`src/rtl/cyc_irq_pkg.sv`:
```
package cyc_irq_pkg;

    typedef enum logic [2:0] {
        MODE_UP_LEVEL   = 3'd0,
        MODE_UP_RESTART = 3'd1,
        MODE_UP_ONESHOT = 3'd2,
        MODE_UP_WINDOW  = 3'd3,
        MODE_DN_HOLD    = 3'd4,
        MODE_DN_ONESHOT = 3'd5,
        MODE_DN_FREE    = 3'd6,
        MODE_IDLE       = 3'd7
    } irq_mode_e;

    // Comparison results on the current and candidate counter values
    typedef struct packed {
        logic inc_ge_thr;
        logic inc_eq_thr;
        logic msk_ge_thr;
        logic inc_eq_fire;
        logic inc_eq_ack;
        logic cur_zero;
        logic dec_zero;
        logic dec_ones;
    } cmp_flags_t;

endpackage

```
`src/rtl/cyc_irq_cmp.sv`:
```
module cyc_irq_cmp
    import cyc_irq_pkg::*;
#(
    parameter int W = 16
) (
    input  logic [W-1:0] cnt,
    input  logic [W-1:0] thresh,
    input  logic [W-1:0] mask,
    input  logic [W-1:0] fire_cnt,
    input  logic [W-1:0] ack_cnt,
    output logic [W-1:0] inc,
    output logic [W-1:0] inc_msk,
    output logic [W-1:0] dec,
    output cmp_flags_t   flags
);
    localparam logic [W-1:0] ONE  = W'(1);
    localparam logic [W-1:0] ONES = '1;

    always_comb begin
        inc               = cnt + ONE;
        inc_msk           = inc & mask;
        dec               = cnt - ONE;
        flags.inc_ge_thr  = (inc >= thresh);
        flags.inc_eq_thr  = (inc == thresh);
        flags.msk_ge_thr  = (inc_msk >= thresh);
        flags.inc_eq_fire = (inc == fire_cnt);
        flags.inc_eq_ack  = (inc == ack_cnt);
        flags.cur_zero    = (cnt == '0);
        flags.dec_zero    = (dec == '0);
        flags.dec_ones    = (dec == ONES);
    end

endmodule

```
`src/rtl/cyc_irq_rules.sv`:
```
module cyc_irq_rules
    import cyc_irq_pkg::*;
#(
    parameter int W = 16
) (
    input  irq_mode_e    mode,
    input  logic         tick,
    input  logic [W-1:0] cnt,
    input  logic         en,
    input  logic         pend,
    input  logic [W-1:0] inc,
    input  logic [W-1:0] inc_msk,
    input  logic [W-1:0] dec,
    input  cmp_flags_t   flags,
    output logic [W-1:0] nxt_cnt,
    output logic         nxt_en,
    output logic         nxt_pend
);
    always_comb begin
        nxt_cnt  = cnt;
        nxt_en   = en;
        nxt_pend = pend;
        if (tick) begin
            case (mode)
                MODE_UP_LEVEL: if (en) begin
                    nxt_cnt  = inc_msk;
                    nxt_pend = flags.msk_ge_thr;
                end
                MODE_UP_RESTART: if (en) begin
                    nxt_cnt = inc;
                    if (flags.inc_ge_thr) begin
                        nxt_cnt  = '0;
                        nxt_pend = 1'b1;
                    end
                end
                MODE_UP_ONESHOT: if (en) begin
                    nxt_cnt = inc;
                    if (flags.inc_eq_thr) begin
                        nxt_pend = 1'b1;
                        nxt_en   = 1'b0;
                    end
                end
                MODE_UP_WINDOW: if (en) begin
                    nxt_cnt = inc;
                    if (flags.inc_eq_fire)
                        nxt_pend = 1'b1;
                    else if (flags.inc_eq_ack)
                        nxt_pend = 1'b0;
                end
                MODE_DN_HOLD: if (en && !flags.cur_zero) begin
                    nxt_cnt = dec;
                    if (flags.dec_zero)
                        nxt_pend = 1'b1;
                end
                MODE_DN_ONESHOT: if (en) begin
                    if (flags.cur_zero) begin
                        nxt_pend = 1'b1;
                        nxt_en   = 1'b0;
                    end else begin
                        nxt_cnt = dec;
                    end
                end
                MODE_DN_FREE: begin
                    nxt_cnt = dec;
                    if (flags.dec_ones && en)
                        nxt_pend = 1'b1;
                end
                MODE_IDLE: ;
                default: ;
            endcase
        end
    end

endmodule

```
`src/rtl/cyc_irq_timer.sv`:
```
module cyc_irq_timer
    import cyc_irq_pkg::*;
#(
    parameter int W = 16
) (
    input  logic         clk,
    input  logic         rst_n,
    input  logic         tick,
    input  logic [2:0]   mode,
    input  logic [W-1:0] thresh,
    input  logic [W-1:0] mask,
    input  logic [W-1:0] fire_cnt,
    input  logic [W-1:0] ack_cnt,
    input  logic         cnt_we,
    input  logic [W-1:0] cnt_wdata,
    input  logic         en_we,
    input  logic         en_wdata,
    input  logic         pend_we,
    input  logic         pend_wdata,
    input  logic         rld_we,
    input  logic [W-1:0] rld_wdata,
    input  logic         rld_strobe,
    input  logic         ack_strobe,
    output logic         irq_pending,
    output logic [W-1:0] count_value
);
    localparam logic [W-1:0] ONES = '1;

    typedef struct packed {
        logic [W-1:0] cnt;
        logic         en;
        logic         pend;
        logic [W-1:0] rld;
    } state_t;

    state_t       st_d, st_q;
    irq_mode_e    mode_e;
    logic [W-1:0] inc, inc_msk, dec;
    cmp_flags_t   flags;
    logic [W-1:0] t_cnt;
    logic         t_en, t_pend;

    assign mode_e = irq_mode_e'(mode);

    cyc_irq_cmp #(.W(W)) cmp_i (
        .cnt      (st_q.cnt),
        .thresh   (thresh),
        .mask     (mask),
        .fire_cnt (fire_cnt),
        .ack_cnt  (ack_cnt),
        .inc      (inc),
        .inc_msk  (inc_msk),
        .dec      (dec),
        .flags    (flags)
    );

    cyc_irq_rules #(.W(W)) rules_i (
        .mode     (mode_e),
        .tick     (tick),
        .cnt      (st_q.cnt),
        .en       (st_q.en),
        .pend     (st_q.pend),
        .inc      (inc),
        .inc_msk  (inc_msk),
        .dec      (dec),
        .flags    (flags),
        .nxt_cnt  (t_cnt),
        .nxt_en   (t_en),
        .nxt_pend (t_pend)
    );

    // Host actions layered over the tick result, lowest priority first
    always_comb begin
        st_d      = st_q;
        st_d.cnt  = t_cnt;
        st_d.en   = t_en;
        st_d.pend = t_pend;
        if (rld_strobe) st_d.cnt  = st_q.rld;
        if (cnt_we)     st_d.cnt  = cnt_wdata;
        if (en_we)      st_d.en   = en_wdata;
        if (ack_strobe) st_d.pend = 1'b0;
        if (pend_we)    st_d.pend = pend_wdata;
        if (rld_we)     st_d.rld  = rld_wdata;
    end

    always_ff @(posedge clk or negedge rst_n) begin
        if (!rst_n) st_q <= '0;
        else        st_q <= st_d;
    end

    assign irq_pending = st_q.pend;
    assign count_value = st_q.cnt;

    // Assertions
    assert_reset_clear_R1: assert property (@(posedge clk)
        !rst_n |=> (count_value == '0 && !irq_pending));

    assert_idle_freeze_R9: assert property (@(posedge clk) disable iff (!rst_n)
        (tick && !st_q.en && mode != 3'd6 && !cnt_we && !rld_strobe && !pend_we && !ack_strobe)
        |=> ($stable(count_value) && $stable(irq_pending)));

    assert_inert_mode_R12: assert property (@(posedge clk) disable iff (!rst_n)
        (mode == 3'd7 && !cnt_we && !rld_strobe && !pend_we && !ack_strobe)
        |=> ($stable(count_value) && $stable(irq_pending)));

    assert_hold_zero_R6: assert property (@(posedge clk) disable iff (!rst_n)
        (mode == 3'd4 && count_value == '0 && !cnt_we && !rld_strobe)
        |=> (count_value == '0));

    assert_wrap_fire_R8: assert property (@(posedge clk) disable iff (!rst_n)
        (mode == 3'd6 && tick && st_q.en && count_value == '0 && !cnt_we && !rld_strobe
         && !pend_we && !ack_strobe)
        |=> (irq_pending && count_value == ONES));

    assert_ack_clears_R10: assert property (@(posedge clk) disable iff (!rst_n)
        (ack_strobe && !pend_we) |=> !irq_pending);

    assert_reload_copy_R10: assert property (@(posedge clk) disable iff (!rst_n)
        (rld_strobe && !cnt_we) |=> (count_value == $past(st_q.rld)));

    assert_write_wins_R11: assert property (@(posedge clk) disable iff (!rst_n)
        cnt_we |=> (count_value == $past(cnt_wdata)));

    assert_pend_write_wins_R11: assert property (@(posedge clk) disable iff (!rst_n)
        pend_we |=> (irq_pending == $past(pend_wdata)));

endmodule

```
`config.mk`:
```
export PLATFORM = sky130hd
export DESIGN_NAME = cyc_irq_timer
export DESIGN_NICKNAME = d
export VERILOG_FILES = /design/src/rtl/cyc_irq_pkg.sv /design/src/rtl/cyc_irq_cmp.sv /design/src/rtl/cyc_irq_rules.sv /design/src/rtl/cyc_irq_timer.sv
export SDC_FILE = /design/constraint.sdc
export NUM_CORES = 1
export LEC_CHECK = 0
export ABC_AREA = 0
export ABC_CLOCK_PERIOD_IN_PS = 10150
export BUFFER_PORTS_ARGS = -buffer_cell sky130_fd_sc_hd__buf_2
export CAP_MARGIN = 10
export CORE_MARGIN = 3
export CORE_UTILIZATION = 35
export CTS_BUF_LIST = sky130_fd_sc_hd__clkbuf_8
export DETAILED_ROUTE_END_ITERATION = 10
export HOLD_SLACK_MARGIN = 0.12
export SLEW_MARGIN = 20
export SYNTH_ARGS = -nofsm -noshare
export SYNTH_HDL_FRONTEND = slang
export SYNTH_SLANG_ARGS = --single-unit
```
`constraint.sdc`:
```
create_clock -name clk -period 10.15 [get_ports clk]
set_clock_uncertainty 0.2 [all_clocks]
set_input_delay 2.5375 -clock clk [delete_from_list [all_inputs] [get_ports clk]]
set_output_delay 2.5375 -clock clk [all_outputs]
set_load 0.03 [all_outputs]
```
* After elaboration in Yosys (flattened, before gate mapping) *
Cells that the tools add are included.

storage, ports and cells
  logic and storage cells = 88
  register bits = 34
  output and inout bits = 17
  bits of input ports = 110

operators by class
  equality and inequality tests = 28
  bitwise logic cells = 1
  reductions and logical operators = 16
  muxes and demuxes = 35
  add/sub/neg operators = 2
  magnitude comparators = 2

operators by type and width
  kind                     count
  $mux W16                 10
  $pmux W16 S6             1
  $eq A16 B16 Y1           3
  $ne A4 B4 Y1 const B     12
  $ge A16 B16 Y1           2
  $logic_not A16 Y1        2
  $mux W1                  22
  $add A16 B1 Y16 const B  1
  $and A16 B16 Y16         1
  $eq A16 B16 Y1 const B   1
  $ne A4 B3 Y1 const B     4
  $sub A16 B1 Y16 const B  1
  $reduce_and A14 Y1       1
  $eq A3 B3 Y1 const B     3
  $reduce_bool A3 Y1       3
  $reduce_bool A9 Y1       1
  $reduce_and A8 Y1        1
  $reduce_bool A8 Y1       1
  $pmux W1 S7              1
  $eq A3 B2 Y1 const B     2
  $ne A5 B5 Y1 const B     1
  $ne A4 B1 Y1 const B     1
  $eq A3 B1 Y1 const B     1
  $logic_not A3 Y1         1
  other kinds (6)          7

* Logic depth before layout (Yosys ltp) *
  word-level depth = 9
  depth in mapped cells = 17
  mapped depth without buffers = 15

* Modules after synthesis *
A second synthesis with hierarchy kept.

unflattened totals
  cells, all modules = 566
  area total of the unflattened synthesis = 4812.1 sq um

by module, submodules not included
  module         cells an instance  sequential area each (sq um)  area an instance (sq um)  instances
  cyc_irq_cmp    317                0.0                           2283.4                    1
  cyc_irq_timer  125                850.8                         1591.5                    1
  cyc_irq_rules  124                0.0                           937.1                     1

* Worst setup path before layout *
OpenSTA, ideal clock, no wires.

  kind = input port to flip-flop
  start point = in thresh[5]
  end point = reg st_q, in the netlist count_value[15]
  data arrival time = 4658 ps
  stages on the path = 10
  data required time = 9817 ps
  path slack = 5159 ps
  setup time = 133 ps
  cell sequence = inv_1 ha_1 nand4_1 or4_1 and3_1 a21boi_0 clkbuf_1 a21oi_1 o311ai_0 nand2_1

between the ends
  word-level cells in the longest chain between the ends = 7

RTL lines
  item                  line                 source
  from (decl)           cyc_irq_timer.sv:10  input logic [W-1:0] thresh,
  $ge A16 B16 Y1        cyc_irq_cmp.sv:23    flags.inc_ge_thr = (inc >= thresh);
  $mux W16              cyc_irq_rules.sv:31  if (flags.inc_ge_thr) begin
  $mux W16              cyc_irq_rules.sv:29  MODE_UP_RESTART: if (en) begin
  $pmux W16 S6          cyc_irq_rules.sv:24  case (mode)
  $mux W16              cyc_irq_rules.sv:23  if (tick) begin
  $mux W16              cyc_irq_timer.sv:78  if (rld_strobe) st_d.cnt = st_q.rld;
  $mux W16              cyc_irq_timer.sv:79  if (cnt_we) st_d.cnt = cnt_wdata;
  to (signal assigned)  cyc_irq_timer.sv:88  else st_q <= st_d;
  to (decl)             cyc_irq_timer.sv:36  state_t st_d, st_q;

Every way passes these cells. The select of a mux whose other input is x is not followed.
A chain may end at the register's enable or synchronous reset.

* Worst setup path after layout *
  start point = reg st_q, in the netlist count_value[8]
  end point = reg st_q, in the netlist count_value[6]

between the ends
  word-level cells in the longest chain between the ends = 8

RTL lines
  item             line                 source
  $add A16 B1 Y16  cyc_irq_cmp.sv:20    inc = cnt + ONE;
  $ge A16 B16 Y1   cyc_irq_cmp.sv:23
  $mux W16         cyc_irq_rules.sv:31
  $mux W16         cyc_irq_rules.sv:29
  $pmux W16 S6     cyc_irq_rules.sv:24
  $mux W16         cyc_irq_rules.sv:23
  $mux W16         cyc_irq_timer.sv:78
  $mux W16         cyc_irq_timer.sv:79

Parallel ways exist; a longest one is shown, timed or not. The select of a mux whose other input is x is not followed.

==> metrics <==
Antenna Nets Post-Route 0; Final Setup Violations 0; hold_ws 294 ps; # IOs 127; number of buffers and inverters on the critical path 2; Synth Net Count 781; die area 14900 sq um; post-synth top area share 18.1%; Die Wd 122 microns; final RePlAce weighted congestion 0.907; detailed-route via count 4961; syn avg cell area 7.41 sq um; Synth area leaders dfrtp_1, ha_1, a21oi_1, xnor2_1, o21ai_0; area delta synth->final 15.1%; design area 5420 sq um; synthesized flop and latch total 34; GR Util All Layers 23.1%; placement row count 41; RSZ-0062 raised after global routing false; R2R Path Start count_value[8]; reg-to-reg slack, setup 4960 ps; Hold Startpoint irq_pending; TritonCTS Buffers 5; grt ovf 0; Initial DRT Pass Iterations 5; Via density 5.57; final wirelength 17.3 mm; fin crit period 5190 ps; Placed Area 5310 sq um; I/O Buffers 126; Register Area 851 sq um; crit path kind flip-flop to flip-flop; actual slew at the worst max-slew pin 924 ps; worst-path cell chain nand4_1 -> nor4_2 -> xnor2_1 -> inv_1 -> ha_1 -> nand4_1 -> or4_1 -> and3_1 -> a21boi_0 -> buf_4 -> a21oi_1 -> o31ai_1 -> a22oi_1; Post-synth top flop dfrtp_1; fill count 1390; Core ar. 12900 sq um; vias in the first global route 4867; post-layout worst setup margin 4960 ps; # diodes 0; max-cap viol count 0; initial antenna violation count 0; Max VDD drop 0.0703 mV; Cell Pwr Density 111 nW/um^2; Post-DP HPWL 13.9 mm; max incr delay on CP 820 ps; CP endpoint kind flip-flop; RR Endpoint count_value[6]; area of the mapped netlist 4700 sq um; sequential area share after synthesis 18.1%; maximum clock rate 193 MHz; Clock Latency Late Sink 290 ps; Power, Total 0.599 mW; Resized cells post-CTS 0; yosys warns 0; Mapped Cells 635; placed cells 883; Setup crit start kind flip-flop; Starting DRT DRC Count 376; area of the multi-input gates 3370 sq um; dpl ws 4870 ps; final cell count without fillers 891; EDFF count, synth 0; Hold Path End irq_pending; share of cells above drive strength 1 23.1%; Worst EP arrival 5130 ps; Crit path max-delay family simple AND/OR/NAND/NOR gates; Synth cell types 68; Worst-path clk slew 70 ps; largest net degree at the start of global routing 35; Final Max Tran Viols 0; Hold Vio Cnt, Final 0; P_leak 2.44 nW; period utilization 51.1%; Nets 864; worst reg-to-reg path cell count 13; die height 122 microns; Hold WC Path Type flip-flop to flip-flop; Post-CTS Hold Fix Bufs 0; Async SR Flop Fraction 100%; Post-CTS Setup Bufs 0; Max Fanout on Critical Path 17; slowest cell on the critical path dfrtp_1; Setup TNS 0 ps; CTS root buf clkbuf_8; DRC violations left 0; CTS H-tree depth 2; first-pass GRT wire length 26.7 mm; CTS tree built; Longest Clk Path Bufs 2; WHS Path Cells 1; CP dominant cell by count nand4_1; post-layout util 42.1%; most instantiated cells after synthesis a21oi_1, nand2_1, inv_1, o21ai_0, ha_1; run status finished clean; CTS sink count 34; initial core utilization 36.5%; CP Data Required Time 10090 ps; count leader, synth a21oi_1; DR WL/cell 19.4 microns; Yosys top cell by area dfrtp_1; Slew HR 38.0%
## registers in the layout, indices dropped and copies added, names as in the netlist
signal       count
count_value     16
st_q            17
irq_pending      1
## worst register-to-register path, cell delays in order (launching register included)
cell and delay, ps:
dfrtp_1 820, nand4_1 590, nor4_2 780, xnor2_1 290, inv_1 90, ha_1 320, nand4_1 210, or4_1 500
and3_1 250, a21boi_0 160, buf_4 220, a21oi_1 130, o31ai_1 370, a22oi_1 110
## layout by cell type, fill, tap and decap left out, types with 5 or more instances in the layout
master | Yosys | layout
nor4_1 | 8 | 8
nand3_1 | 18 | 18
o21ai_0 | 48 | 48
dfrtp_1 | 34 | 34
nand2_1 | 53 | 53
or3_1 | 6 | 6
nor3_1 | 12 | 12
a22oi_1 | 9 | 9
inv_1 | 48 | 50
buf_4 | 18 | 8
nor2_1 | 27 | 27
xor2_1 | 21 | 21
o31ai_1 | 10 | 10
o22ai_1 | 11 | 11
a21o_1 | 11 | 11
clkbuf_8 | 0 | 5
a31oi_1 | 6 | 6
nor2b_1 | 22 | 22
nand4_1 | 18 | 18
ha_1 | 36 | 36
a21oi_1 | 58 | 58
nand2b_1 | 7 | 7
buf_2 | 6 | 126
mux2_2 | 10 | 10
xnor2_1 | 28 | 28
## power by group
part	internal, mW	switching (mW)
logic	0.113	0.182
registers	0.150	0.0324
clock network	0.0715	0.0501
## worst max path at each step
stage | startpoint | endpoint | depth (start not counted)
final | count_value[8] | count_value[6] | 13
after global routing | count_value[8] | count_value[15] | 14
after CTS | count_value[8] | count_value[6] | 13
after detailed placement | thresh[7] | count_value[6] | 11
after global placement | thresh[7] | count_value[6] | 11
after floorplan | thresh[5] | count_value[15] | 10
## routing by layer
metal  vias up  share of wire [%]  track usage (%)
met5         -                  0                0
met1      2306                 45             31.6
li1       2448                  -                -
met3        22                7.2             4.22
met4         0                1.6             4.27
met2       185                 47             38.4
## area by class of cell
| type | count | share of cell area [%] |
|---|---|---|
| multi-input combinational | 493 | 62.1 |
| timing repair buffer | 134 | 12.8 |
| tap | 172 | 3.97 |
| inverter | 50 | 3.47 |
| clock buffer | 5 | 1.27 |
| clock inverter | 3 | 0.693 |
| sequential | 34 | 15.7 |
## cells by family after synthesis
group	share of synthesized area, %
and+or+nand+nor	24.3
AOI/OAI and AO/OA	24.5
buffers and inverters	10.4
xor gates and xnor gates	9.60
adders and majority gates	9.57
DFF	18.1
muxes	3.48
(Power assumes the default switching activity.)
